==> src/rtl/ptr_addr_gen_pkg.sv <==
package ptr_addr_gen_pkg;

  typedef enum logic [2:0] {
    OP_PLAIN   = 3'd0,
    OP_POSTINC = 3'd1,
    OP_PREDEC  = 3'd2,
    OP_DISP    = 3'd3,
    OP_WADD    = 3'd4,
    OP_WSUB    = 3'd5
  } agu_op_e;

  localparam logic [1:0] SEL_W = 2'd0;
  localparam logic [1:0] SEL_X = 2'd1;
  localparam logic [1:0] SEL_Y = 2'd2;
  localparam logic [1:0] SEL_Z = 2'd3;

  localparam int NUM_PAIRS = 4;
  localparam int NUM_FLAGS = 5;

  localparam int FL_C = 0;
  localparam int FL_Z = 1;
  localparam int FL_N = 2;
  localparam int FL_V = 3;
  localparam int FL_S = 4;

endpackage

==> src/rtl/ptr_fwd_mux.sv <==
module ptr_fwd_mux
  import ptr_addr_gen_pkg::*;
#(
  parameter int AW = 16,
  parameter int NP = NUM_PAIRS,
  localparam int SW = $clog2(NP)
) (
  input  logic [NP-1:0][AW-1:0] rf_i,
  input  logic [SW-1:0]         sel_i,
  input  logic                  near_hit_en_i,
  input  logic [SW-1:0]         near_sel_i,
  input  logic [AW-1:0]         near_val_i,
  input  logic                  far_hit_en_i,
  input  logic [SW-1:0]         far_sel_i,
  input  logic [AW-1:0]         far_val_i,
  output logic [AW-1:0]         opd_o
);

  logic [NP-1:0][AW-1:0] fwd_val;

  for (genvar gi = 0; gi < NP; gi++) begin : g_pair
    always_comb begin
      if (near_hit_en_i && (near_sel_i == SW'(gi))) begin
        fwd_val[gi] = near_val_i;
      end else if (far_hit_en_i && (far_sel_i == SW'(gi))) begin
        fwd_val[gi] = far_val_i;
      end else begin
        fwd_val[gi] = rf_i[gi];
      end
    end
  end

  assign opd_o = fwd_val[sel_i];

endmodule

==> src/rtl/ptr_addr_calc.sv <==
module ptr_addr_calc
  import ptr_addr_gen_pkg::*;
#(
  parameter int AW = 16,
  parameter int QW = 6,
  parameter int IW = 6
) (
  input  logic [2:0]           op_i,
  input  logic [1:0]           sel_i,
  input  logic [AW-1:0]        opd_i,
  input  logic [QW-1:0]        disp_i,
  input  logic [IW-1:0]        imm_i,
  output logic                 legal_o,
  output logic                 is_mem_o,
  output logic [AW-1:0]        addr_o,
  output logic                 upd_o,
  output logic [AW-1:0]        new_o,
  output logic                 fwe_o,
  output logic [NUM_FLAGS-1:0] flags_o
);

  logic [AW:0]  sum_w;
  logic [AW:0]  dif_w;
  logic [AW-1:0] disp_ext;
  logic         legal_c;
  logic         upd_c;

  assign disp_ext = {{(AW-QW){1'b0}}, disp_i};
  assign sum_w    = {1'b0, opd_i} + {{(AW+1-IW){1'b0}}, imm_i};
  assign dif_w    = {1'b0, opd_i} - {{(AW+1-IW){1'b0}}, imm_i};

  always_comb begin
    legal_c  = 1'b0;
    is_mem_o = 1'b0;
    addr_o   = opd_i;
    upd_c    = 1'b0;
    new_o    = opd_i;
    fwe_o    = 1'b0;
    flags_o  = '0;
    case (op_i)
      OP_PLAIN: begin
        is_mem_o = 1'b1;
        legal_c  = (sel_i != SEL_W);
      end
      OP_POSTINC: begin
        is_mem_o = 1'b1;
        legal_c  = (sel_i != SEL_W);
        upd_c    = 1'b1;
        new_o    = opd_i + AW'(1);
      end
      OP_PREDEC: begin
        is_mem_o = 1'b1;
        legal_c  = (sel_i != SEL_W);
        upd_c    = 1'b1;
        new_o    = opd_i - AW'(1);
        addr_o   = opd_i - AW'(1);
      end
      OP_DISP: begin
        is_mem_o = 1'b1;
        legal_c  = (sel_i == SEL_Y) || (sel_i == SEL_Z);
        addr_o   = opd_i + disp_ext;
      end
      OP_WADD: begin
        legal_c        = 1'b1;
        upd_c          = 1'b1;
        fwe_o          = 1'b1;
        new_o          = sum_w[AW-1:0];
        flags_o[FL_C]  = sum_w[AW];
        flags_o[FL_V]  = ~opd_i[AW-1] & sum_w[AW-1];
      end
      OP_WSUB: begin
        legal_c        = 1'b1;
        upd_c          = 1'b1;
        fwe_o          = 1'b1;
        new_o          = dif_w[AW-1:0];
        flags_o[FL_C]  = dif_w[AW];
        flags_o[FL_V]  = opd_i[AW-1] & ~dif_w[AW-1];
      end
      default: begin
        legal_c = 1'b0;
      end
    endcase
    if (fwe_o) begin
      flags_o[FL_Z] = (new_o == '0);
      flags_o[FL_N] = new_o[AW-1];
      flags_o[FL_S] = new_o[AW-1] ^ flags_o[FL_V];
    end
  end

  assign legal_o = legal_c;
  assign upd_o   = legal_c & upd_c;

endmodule

==> src/rtl/ptr_addr_gen.sv <==
module ptr_addr_gen
  import ptr_addr_gen_pkg::*;
#(
  parameter int AW = 16,
  parameter int QW = 6,
  parameter int IW = 6
) (
  input  logic                 clk,
  input  logic                 rst_n,
  input  logic                 req_valid,
  input  logic [2:0]           req_op,
  input  logic [1:0]           req_sel,
  input  logic [QW-1:0]        req_disp,
  input  logic [IW-1:0]        req_imm,
  input  logic [AW-1:0]        pair_w_in,
  input  logic [AW-1:0]        ptr_x_in,
  input  logic [AW-1:0]        ptr_y_in,
  input  logic [AW-1:0]        ptr_z_in,
  output logic                 mem_valid,
  output logic [AW-1:0]        mem_addr,
  output logic                 req_err,
  output logic                 wb_en,
  output logic [1:0]           wb_sel,
  output logic [AW-1:0]        wb_value,
  output logic                 flag_we,
  output logic [NUM_FLAGS-1:0] flags
);

  // stage 1: access cycle
  logic                 s1_valid_q, s1_valid_d;
  logic                 s1_err_q,   s1_err_d;
  logic                 s1_ld;
  logic                 s1_mem_q;
  logic [AW-1:0]        s1_addr_q;
  logic                 s1_upd_q;
  logic [1:0]           s1_sel_q;
  logic [AW-1:0]        s1_val_q;
  logic                 s1_fwe_q;
  logic [NUM_FLAGS-1:0] s1_flags_q;

  // stage 2: write-back cycle
  logic                 s2_wb_q,  s2_wb_d;
  logic                 s2_fwe_q, s2_fwe_d;
  logic                 s2_ld;
  logic [1:0]           s2_sel_q;
  logic [AW-1:0]        s2_val_q;
  logic [NUM_FLAGS-1:0] s2_flags_q;

  // combinational results for the incoming request
  logic [NUM_PAIRS-1:0][AW-1:0] rf_vec;
  logic [AW-1:0]        opd;
  logic                 c_legal;
  logic                 c_mem;
  logic [AW-1:0]        c_addr;
  logic                 c_upd;
  logic [AW-1:0]        c_new;
  logic                 c_fwe;
  logic [NUM_FLAGS-1:0] c_flags;

  assign rf_vec[SEL_W] = pair_w_in;
  assign rf_vec[SEL_X] = ptr_x_in;
  assign rf_vec[SEL_Y] = ptr_y_in;
  assign rf_vec[SEL_Z] = ptr_z_in;

  ptr_fwd_mux #(.AW(AW), .NP(NUM_PAIRS)) u_fwd (
    .rf_i          (rf_vec),
    .sel_i         (req_sel),
    .near_hit_en_i (s1_valid_q & s1_upd_q),
    .near_sel_i    (s1_sel_q),
    .near_val_i    (s1_val_q),
    .far_hit_en_i  (s2_wb_q),
    .far_sel_i     (s2_sel_q),
    .far_val_i     (s2_val_q),
    .opd_o         (opd)
  );

  ptr_addr_calc #(.AW(AW), .QW(QW), .IW(IW)) u_calc (
    .op_i     (req_op),
    .sel_i    (req_sel),
    .opd_i    (opd),
    .disp_i   (req_disp),
    .imm_i    (req_imm),
    .legal_o  (c_legal),
    .is_mem_o (c_mem),
    .addr_o   (c_addr),
    .upd_o    (c_upd),
    .new_o    (c_new),
    .fwe_o    (c_fwe),
    .flags_o  (c_flags)
  );

  // next-state logic
  always_comb begin
    s1_ld      = req_valid;
    s1_valid_d = req_valid & c_legal;
    s1_err_d   = req_valid & ~c_legal;
    s2_ld      = s1_valid_q;
    s2_wb_d    = s1_valid_q & s1_upd_q;
    s2_fwe_d   = s1_valid_q & s1_fwe_q;
  end

  // control registers
  always_ff @(posedge clk or negedge rst_n) begin
    if (!rst_n) begin
      s1_valid_q <= 1'b0;
      s1_err_q   <= 1'b0;
      s2_wb_q    <= 1'b0;
      s2_fwe_q   <= 1'b0;
    end else begin
      s1_valid_q <= s1_valid_d;
      s1_err_q   <= s1_err_d;
      s2_wb_q    <= s2_wb_d;
      s2_fwe_q   <= s2_fwe_d;
    end
  end

  // datapath registers, loaded under clock enable
  always_ff @(posedge clk) begin
    if (s1_ld) begin
      s1_mem_q   <= c_mem;
      s1_addr_q  <= c_addr;
      s1_upd_q   <= c_upd;
      s1_sel_q   <= req_sel;
      s1_val_q   <= c_new;
      s1_fwe_q   <= c_fwe;
      s1_flags_q <= c_flags;
    end
  end

  always_ff @(posedge clk) begin
    if (s2_ld) begin
      s2_sel_q   <= s1_sel_q;
      s2_val_q   <= s1_val_q;
      s2_flags_q <= s1_flags_q;
    end
  end

  assign mem_valid = s1_valid_q & s1_mem_q;
  assign mem_addr  = s1_addr_q;
  assign req_err   = s1_err_q;
  assign wb_en     = s2_wb_q;
  assign wb_sel    = s2_sel_q;
  assign wb_value  = s2_val_q;
  assign flag_we   = s2_fwe_q;
  assign flags     = s2_flags_q;

endmodule

==> config.mk <==
export PLATFORM = sky130hd
export DESIGN_NAME = ptr_addr_gen
export DESIGN_NICKNAME = d
export VERILOG_FILES = /design/src/rtl/ptr_addr_gen_pkg.sv /design/src/rtl/ptr_fwd_mux.sv /design/src/rtl/ptr_addr_calc.sv /design/src/rtl/ptr_addr_gen.sv
export SDC_FILE = /design/constraint.sdc
export NUM_CORES = 1
export LEC_CHECK = 0
export BUFFER_PORTS_ARGS = -buffer_cell sky130_fd_sc_hd__buf_4
export CAP_MARGIN = 20
export CORE_ASPECT_RATIO = 1.4
export CORE_MARGIN = 2
export CORE_UTILIZATION = 58
export CTS_BUF_LIST = sky130_fd_sc_hd__clkbuf_4 sky130_fd_sc_hd__clkbuf_8 sky130_fd_sc_hd__clkbuf_16
export CTS_CLUSTER_DIAMETER = 100
export DETAILED_ROUTE_END_ITERATION = 6
export PLACE_DENSITY = 0.87
export SETUP_SLACK_MARGIN = 0.15
export SYNTH_ARGS = -nofsm -noshare
export SYNTH_HDL_FRONTEND = slang
export SYNTH_SLANG_ARGS = --single-unit
export TNS_END_PERCENT = 5
==> constraint.sdc <==
create_clock -name clk -period 7.1 [get_ports clk]
set_input_delay 0.71 -clock clk [delete_from_list [all_inputs] [get_ports clk]]
set_output_delay 0.71 -clock clk [all_outputs]
set_load 0.005 [all_outputs]
==> impl_metrics.ini, run 1 <==
[global_routing]
antenna_found_initial = 0
grtUsageTotal = 0.353
grt_max_degree = 62
grt_pass1_vias = 7158
grt-ovfl-total = 0
grt_pass1_wl_um = 37700

[hold_path]
worstHoldPathType = in2async

[power]
p_seq_frac = 0.345
comb_power_share = 0.371
intPower_mw = 0.970
swShare = 0.366
leakagePower_nw = 3.08
peakVddDrop_v = 0.000111
powerDensity_nw_per_um2 = 183
p_switching_mw = 0.560
power.share.clock = 0.284

[critical_path]
arrival_ns = 6.46
cp_slowest_cell = or3b_1
critPathCaptureType = flip-flop
crit_path_frequent_cell = a221oi_1
r2r_end = s1_flags_q[1]$_SDFFCE_PN0P_
cp_max_fo = 31
r2r_cells = 20
crit_path_start_kind = flip-flop
critPathTopFamily = simple AND/OR/NAND/NOR gates
path_cells = buf_4 > or3b_1 > a221oi_1 > o32ai_1 > mux2i_1 > inv_2 > ha_1 > nor2b_1 > a221oi_1 > a21oi_1 > nor4_1 > and2_1 > ha_1 > a21oi_1 > nor2_1 > a221oi_1 > o311a_1 > and4b_1 > nand4_1 > nor4_2
crit_type = reg2reg
r2r_slack_ns = 0.81
worst-path-buf-inv = 2
crit_required_ns = 7.27
r2r-start = wb_sel[0]$_DFFE_PP_
max_stage_delay_ns = 0.68

[floorplanning]
dieArea_um2 = 13300
core_um2 = 12200
start_util = 0.587
pin_count = 127
num_rows = 48
die_width_um = 97.9
die_y_um = 135

[cts]
clock_path_buffers = 2
htree_num_levels = 3
cts_setup_buffers = 0
cts_hold_buf = 0
clock_sinks = 69
cts-resized-gates = 0
clk_latency_ns = 0.35
cts_buffers = 9
root_buffer = clkbuf_16
cts_tree = yes
clkTransAtPathRegs_ns = 0.06

[logic_synthesis]
ys_seq_elements = 69
yosysSeqAreaShare = 0.287
syn_inst = 818
async_reset_ff_frac = 0.0580
yosys.area.top_type = edfxtp_1
avgSynthCellArea_um2 = 8.75
synth_ff_type = edfxtp_1
yosys_warnings = 0
synth_top_area_share = 0.273
synth_edf_count = 65
syn-num-nets = 930
syn_area_um2 = 7160
synth.distinct_cells = 86
synth_area_leaders = edfxtp_1 27%, a221oi_1 8.0%, o21ai_0 4.7%, ha_1 4.4%, nor2_1 3.7%

[final_layout]
fin_nets = 1017
n_antenna_cell = 0
fill_cells = 991
syn_to_final_growth_pct = 16.5
drive_above_1_share = 0.211

[sta]
final-setup-viol-count = 0
drv_slew = 0
finalCritPeriodShare = 0.886
fmax_ghz = 0.159
rsz0062_at_grt = false
holdWs_ns = 0.147
tightest_slew_ns = 0.996
fin_setup_tns_ns = 0
timing.final.crit_period_ns = 6.29
relSlewSlack = 0.334
fin_ws_ns = 0.810
hold_viol_final = 0
skew_ns = 0.00637

[routing]
drt_wl_total_um = 24100
vias = 7632
first_iter_violations = 849
wl_per_cell_um = 22.8
viasPerCell = 7.20
ant_nets = 0
drc_errors = 0
drt_first_pass_iters = 6

[placement]
place.gp.congestion = 1.06
dp_slack_ns = 1.01
hpwlAfterDp_um = 18300
port_buffers = 126

[flow_run]
max_cap_violations = 0

[outcome]
status = finished clean
## Yosys cell counts, types with 8 or more instances
master and n:
a221oi_1 65, nand2_1 39, o221ai_1 14, and2_1 28, o32ai_1 9, o211ai_1 13
o21ai_1 8, a21o_1 8, edfxtp_1 65, buf_2 20, nor3_1 28, inv_1 24
ha_1 25, nand3_1 21, o22ai_1 9, nor2_1 71, o32ai_2 9, nor2b_1 22
o21ai_0 67, xnor2_1 27, mux2i_1 15, a21oi_1 32, nand2b_1 8, clkbuf_1 25
or4_1 8
## per-stage QoR
stage,utilization,total power [mW],instances,area [µm²]
floorplan,-,0.896,818,7160
global placement,0.661,1.07,1044,8060
detailed placement,0.661,1.08,1044,8060
CTS,0.684,1.51,1060,8340
global route,0.684,1.59,1060,8340
finish,0.684,1.53,1060,8340
## final cells by class
type / instances / area, µm² / share of cell area
sequential: 69 / 2050 / 0.246
timing repair buffer: 135 / 1010 / 0.121
tap: 150 / 188 / 0.0225
inverter: 27 / 101 / 0.0121
clock inverter: 6 / 47.5 / 0.00570
clock buffer: 10 / 233 / 0.0279
multi-input combinational: 663 / 4710 / 0.564
## kinds of logic after synthesis
family,synth area share
flops,0.287
xor+xnor,0.0379
mux,0.0311
fa+ha+maj,0.0521
compound gates,0.329
simple gates,0.207
buf+inv,0.0559
## layout by cell type (no fill, tap or decap), types with 9 or more instances in the layout
master | Yosys | final
a21oi_1 | 32 | 32
o21ai_0 | 67 | 67
nand2_1 | 39 | 39
xnor2_1 | 27 | 27
o22ai_1 | 9 | 9
ha_1 | 25 | 25
o221ai_1 | 14 | 14
edfxtp_1 | 65 | 65
nor2_1 | 71 | 71
a221oi_1 | 65 | 65
nand3_1 | 21 | 21
o32ai_2 | 9 | 9
mux2i_1 | 15 | 15
and2_1 | 28 | 28
nor2b_1 | 22 | 22
nor3_1 | 28 | 28
clkbuf_16 | 0 | 9
inv_1 | 24 | 24
o211ai_1 | 13 | 13
buf_4 | 6 | 135
o32ai_1 | 9 | 9
## power groups by stage
| stage | combinational [mW] | sequential (mW) | clock [mW] |
|---|---|---|---|
| after floorplan | 0.367 | 0.529 | 0 |
| after global placement | 0.541 | 0.533 | 0 |
| after detailed placement | 0.548 | 0.535 | 0 |
| after CTS | 0.552 | 0.526 | 0.437 |
| after global routing | 0.605 | 0.532 | 0.450 |
| final | 0.567 | 0.528 | 0.435 |
## worst max-delay path by stage
stage / start / endpoint / slack, ns / cells past startpoint
floorplan: s1_valid_q$_DFF_PN0_ / s1_flags_q[1]$_SDFFCE_PN0P_ / 1.88 / 23
global placement: wb_sel[0]$_DFFE_PP_ / s1_flags_q[1]$_SDFFCE_PN0P_ / 1.21 / 20
detailed placement: wb_sel[0]$_DFFE_PP_ / s1_flags_q[1]$_SDFFCE_PN0P_ / 1.01 / 20
CTS: wb_sel[0]$_DFFE_PP_ / s1_flags_q[1]$_SDFFCE_PN0P_ / 0.98 / 20
global route: wb_sel[0]$_DFFE_PP_ / s1_flags_q[1]$_SDFFCE_PN0P_ / 0.52 / 20
finish: wb_sel[0]$_DFFE_PP_ / s1_flags_q[1]$_SDFFCE_PN0P_ / 0.81 / 20
## state kept, by name (all words and copies together), names as in the netlist
| register | cells |
|---|---|
| flag_we | 1 |
| flags | 5 |
| mem_addr | 16 |
| req_err | 1 |
| s1_flags_q | 5 |
| s1_fwe_q | 1 |
| s1_mem_q | 1 |
| s1_sel_q | 2 |
| s1_upd_q | 1 |
| s1_val_q | 16 |
| s1_valid_q | 1 |
| wb_en | 1 |
| wb_sel | 2 |
| wb_value | 16 |
## layer usage
layer / global-route usage / routed length (µm)
met1: 0.436 / 8960
met2: 0.580 / 11400
met3: 0.0578 / 2170
met4: 0.213 / 1620
met5: 0 / 0
Power figures use the tool's default switching activity.
==> inputs of run 2 (changes only) <==
--- a/config.mk
+++ b/config.mk
@@ -9,7 +9,7 @@
 export CAP_MARGIN = 20
 export CORE_ASPECT_RATIO = 1.4
 export CORE_MARGIN = 2
-export CORE_UTILIZATION = 58
+export CORE_UTILIZATION = 57
 export CTS_BUF_LIST = sky130_fd_sc_hd__clkbuf_4 sky130_fd_sc_hd__clkbuf_8 sky130_fd_sc_hd__clkbuf_16
 export CTS_CLUSTER_DIAMETER = 100
 export DETAILED_ROUTE_END_ITERATION = 6
@@ -17,5 +17,6 @@
 export SETUP_SLACK_MARGIN = 0.15
 export SYNTH_ARGS = -nofsm -noshare
 export SYNTH_HDL_FRONTEND = slang
+export SYNTH_HIERARCHICAL = 1
 export SYNTH_SLANG_ARGS = --single-unit
 export TNS_END_PERCENT = 5
==> run 2 against run 1 <==
  * The flow now finishes with violations (DRC)
  * Core utilization up 0.63 points
  * Area after synthesis down 6.2%
  * Worst setup slack worse by 0.055 ns
  * Combinational power down 5.3%
  * Flip-flop and latch count unchanged
  * Synthesized cell count up 3.4%
  * Sequential share of layout area up 1.5 points
  * Via count down 6.7%
  * Die area down 4.4%
  * Final cell count up 1.2%
  * Non-clock buffer count down 1
  * Global-route usage down 0.55 points
  * Critical path type unchanged
  * Critical endpoint is now s1_flags_q[1]$_DFFE_PP_
  * Largest cell class unchanged
  * Largest power group is now registers
==> impl_metrics.ini, run 2 <==
[cts]
htree_num_levels = 3
cts_buffers = 9
cts-resized-gates = 0
clock_path_buffers = 2
clock_sinks = 69
cts_setup_buffers = 0
cts_tree = yes
root_buffer = clkbuf_16
clk_latency_ns = 0.34
cts_hold_buf = 0
clkTransAtPathRegs_ns = 0.06

[power]
power.share.clock = 0.296
comb_power_share = 0.352
swShare = 0.351
powerDensity_nw_per_um2 = 194
p_seq_frac = 0.352
peakVddDrop_v = 0.000110
finalPower_mw = 1.53
intPower_mw = 0.990
p_switching_mw = 0.536
leakagePower_nw = 3.15

[sta]
fin_ws_ns = 0.756
fmax_ghz = 0.158
drv_slew = 0
rsz0062_at_grt = false
holdWs_ns = 0.158
relSlewSlack = 0.327
timing.final.crit_period_ns = 6.34
final-setup-viol-count = 0
fin_setup_tns_ns = 0
skew_ns = 0.0102
tightest_slew_ns = 1.01
finalCritPeriodShare = 0.894
hold_viol_final = 0

[global_routing]
antenna_found_initial = 0
grt_pass1_wl_um = 34100
grt_max_degree = 45
grt_pass1_vias = 6573
grtUsageTotal = 0.348
grt-ovfl-total = 0

[logic_synthesis]
syn-num-nets = 956
yosys-top-cells-count = 170 x nand2_1, 111 x nor2_1, 73 x a31oi_1
synth_area_leaders = edfxtp_1 29%, nand2_1 9.5%, a31oi_1 6.8%, nor2_1 6.2%, mux4_2 5.7%
syn_inst = 846
yosysSeqAreaShare = 0.306
async_reset_ff_frac = 0.0580
ys_seq_elements = 69
syn_area_um2 = 6710
synth_ff_type = edfxtp_1
synth_top_area_share = 0.291
avgSynthCellArea_um2 = 7.94
yosys_warnings = 6
synth_most_common_cell = nand2_1
synth_edf_count = 65
synth.distinct_cells = 74
yosys.area.top_type = edfxtp_1

[floorplanning]
num_rows = 46
die_y_um = 132
start_util = 0.589
pin_count = 127
die_width_um = 95.7
dieArea_um2 = 12700
core_um2 = 11400

[routing]
wl_per_cell_um = 20.6
first_iter_violations = 862
drt_first_pass_iters = 7
drc_errors = 4
ant_nets = 0
vias = 7120
drt_wl_total_um = 22100
viasPerCell = 6.64

[final_layout]
fin_nets = 1034
drive_above_1_share = 0.198
final_area_um2 = 7870
layout_common_cells = 170 x nand2_1, 134 x buf_4, 111 x nor2_1
n_antenna_cell = 0
layout_commonest_cell = nand2_1
syn_to_final_growth_pct = 17.2

[flow_run]
max_cap_violations = 0

[critical_path]
r2r_cells = 18
r2r_end = s1_flags_q[1]$_DFFE_PP_
endpoint = s1_flags_q[1]$_DFFE_PP_
r2r_slack_ns = 0.76
r2r-start = wb_sel[0]$_DFFE_PP_
critPathCaptureType = flip-flop
worstSetupStartpoint = wb_sel[0]$_DFFE_PP_
cp_max_fo = 18
arrival_ns = 6.51
crit_required_ns = 7.26
crit_path_start_kind = flip-flop
crit_type = reg2reg

[placement]
hpwlAfterDp_um = 15800
port_buffers = 126
place.gp.congestion = 1.03
dp_slack_ns = 0.971
post_dp_cell_area_um2 = 7580

[outcome]
violations = DRC
status = complete, but fails checks

[hold_path]
worstHoldPathType = in2async
-- run 2: cell count changes in the layout (fill, tap and decap cells not counted), moves of 9 or more --
cell	previous run	this run
nand2_1	39	170
a31oi_1	6	73
a221oi_1	65	2
nor2_1	71	111
o21ai_0	67	28
and2_1	28	9
mux4_2	0	17
nor2b_1	22	7
mux2i_1	15	4
nor3_1	28	17
o221ai_1	14	5
o32ai_1	9	0
o32ai_2	9	0
xnor2_1	27	18
-- run 2: cell type report --
| class | instances | area, µm² |
|---|---|---|
| inverter | 19 | 71.3 |
| fill | 958 | 3530 |
| clock inverter | 7 | 65.1 |
| sequential | 69 | 2050 |
| timing repair buffer | 134 | 1010 |
| tap | 144 | 180 |
| multi-input combinational | 691 | 4270 |
| clock buffer | 9 | 225 |
-- run 2: kinds of logic after synthesis --
group / share of synthesized area
and+or+nand+nor: 0.278
adders and majority gates: 0.0518
buffers and inverters: 0.0583
xor gates and xnor gates: 0.0352
muxes: 0.0647
DFF: 0.306
AOI/OAI and AO/OA: 0.206
-- run 2: critical path, stage by stage (launching register included) --
cell and delay, ns:
edfxtp_1 0.50, nand3b_1 0.70, nand2_1 0.27, a31oi_1 0.12, mux4_2 0.69, ha_1 0.46
nor2b_1 0.18, a211oi_1 0.51, o211ai_1 0.37, nor2b_1 0.20, ha_1 0.16, a21oi_1 0.07
a31oi_1 0.16, a211oi_1 0.06, a221o_1 0.33, nor4_1 0.25, or4b_1 0.47, or4b_1 0.49
nor4_2 0.15
-- run 2: metal layers --
layer	part of all wire	vias to the layer above	global-route usage
met1	0.36	3178	0.454
met3	0.12	94	0.0495
met2	0.48	581	0.564
met4	0.046	0	0.161
li1	-	3267	-
met5	0	-	0
-- run 2: through the flow --
stage,cells,utilization
detailed placement,1057,0.665
global placement,1057,0.665
CTS,1073,0.691
global route,1073,0.691
floorplan,846,-
finish,1073,0.691
-- run 2: worst min-delay path by stage --
stage	from	to	cells after the start
floorplan	s1_flags_q[0]$_DFFE_PP_	flags[0]$_DFFE_PP_	0
finish	rst_n	s1_valid_q$_DFF_PN0_	1
global placement	s1_flags_q[2]$_DFFE_PP_	flags[2]$_DFFE_PP_	0
CTS	rst_n	s1_valid_q$_DFF_PN0_	1
detailed placement	s1_flags_q[0]$_DFFE_PP_	flags[0]$_DFFE_PP_	0
global route	rst_n	s1_valid_q$_DFF_PN0_	1
-- run 2: power groups by stage --
stage / logic [mW] / registers, mW / clock network (mW)
floorplan: 0.351 / 0.536 / 0
global placement: 0.513 / 0.543 / 0
detailed placement: 0.518 / 0.544 / 0
CTS: 0.521 / 0.536 / 0.454
global route: 0.580 / 0.543 / 0.469
finish: 0.537 / 0.538 / 0.451
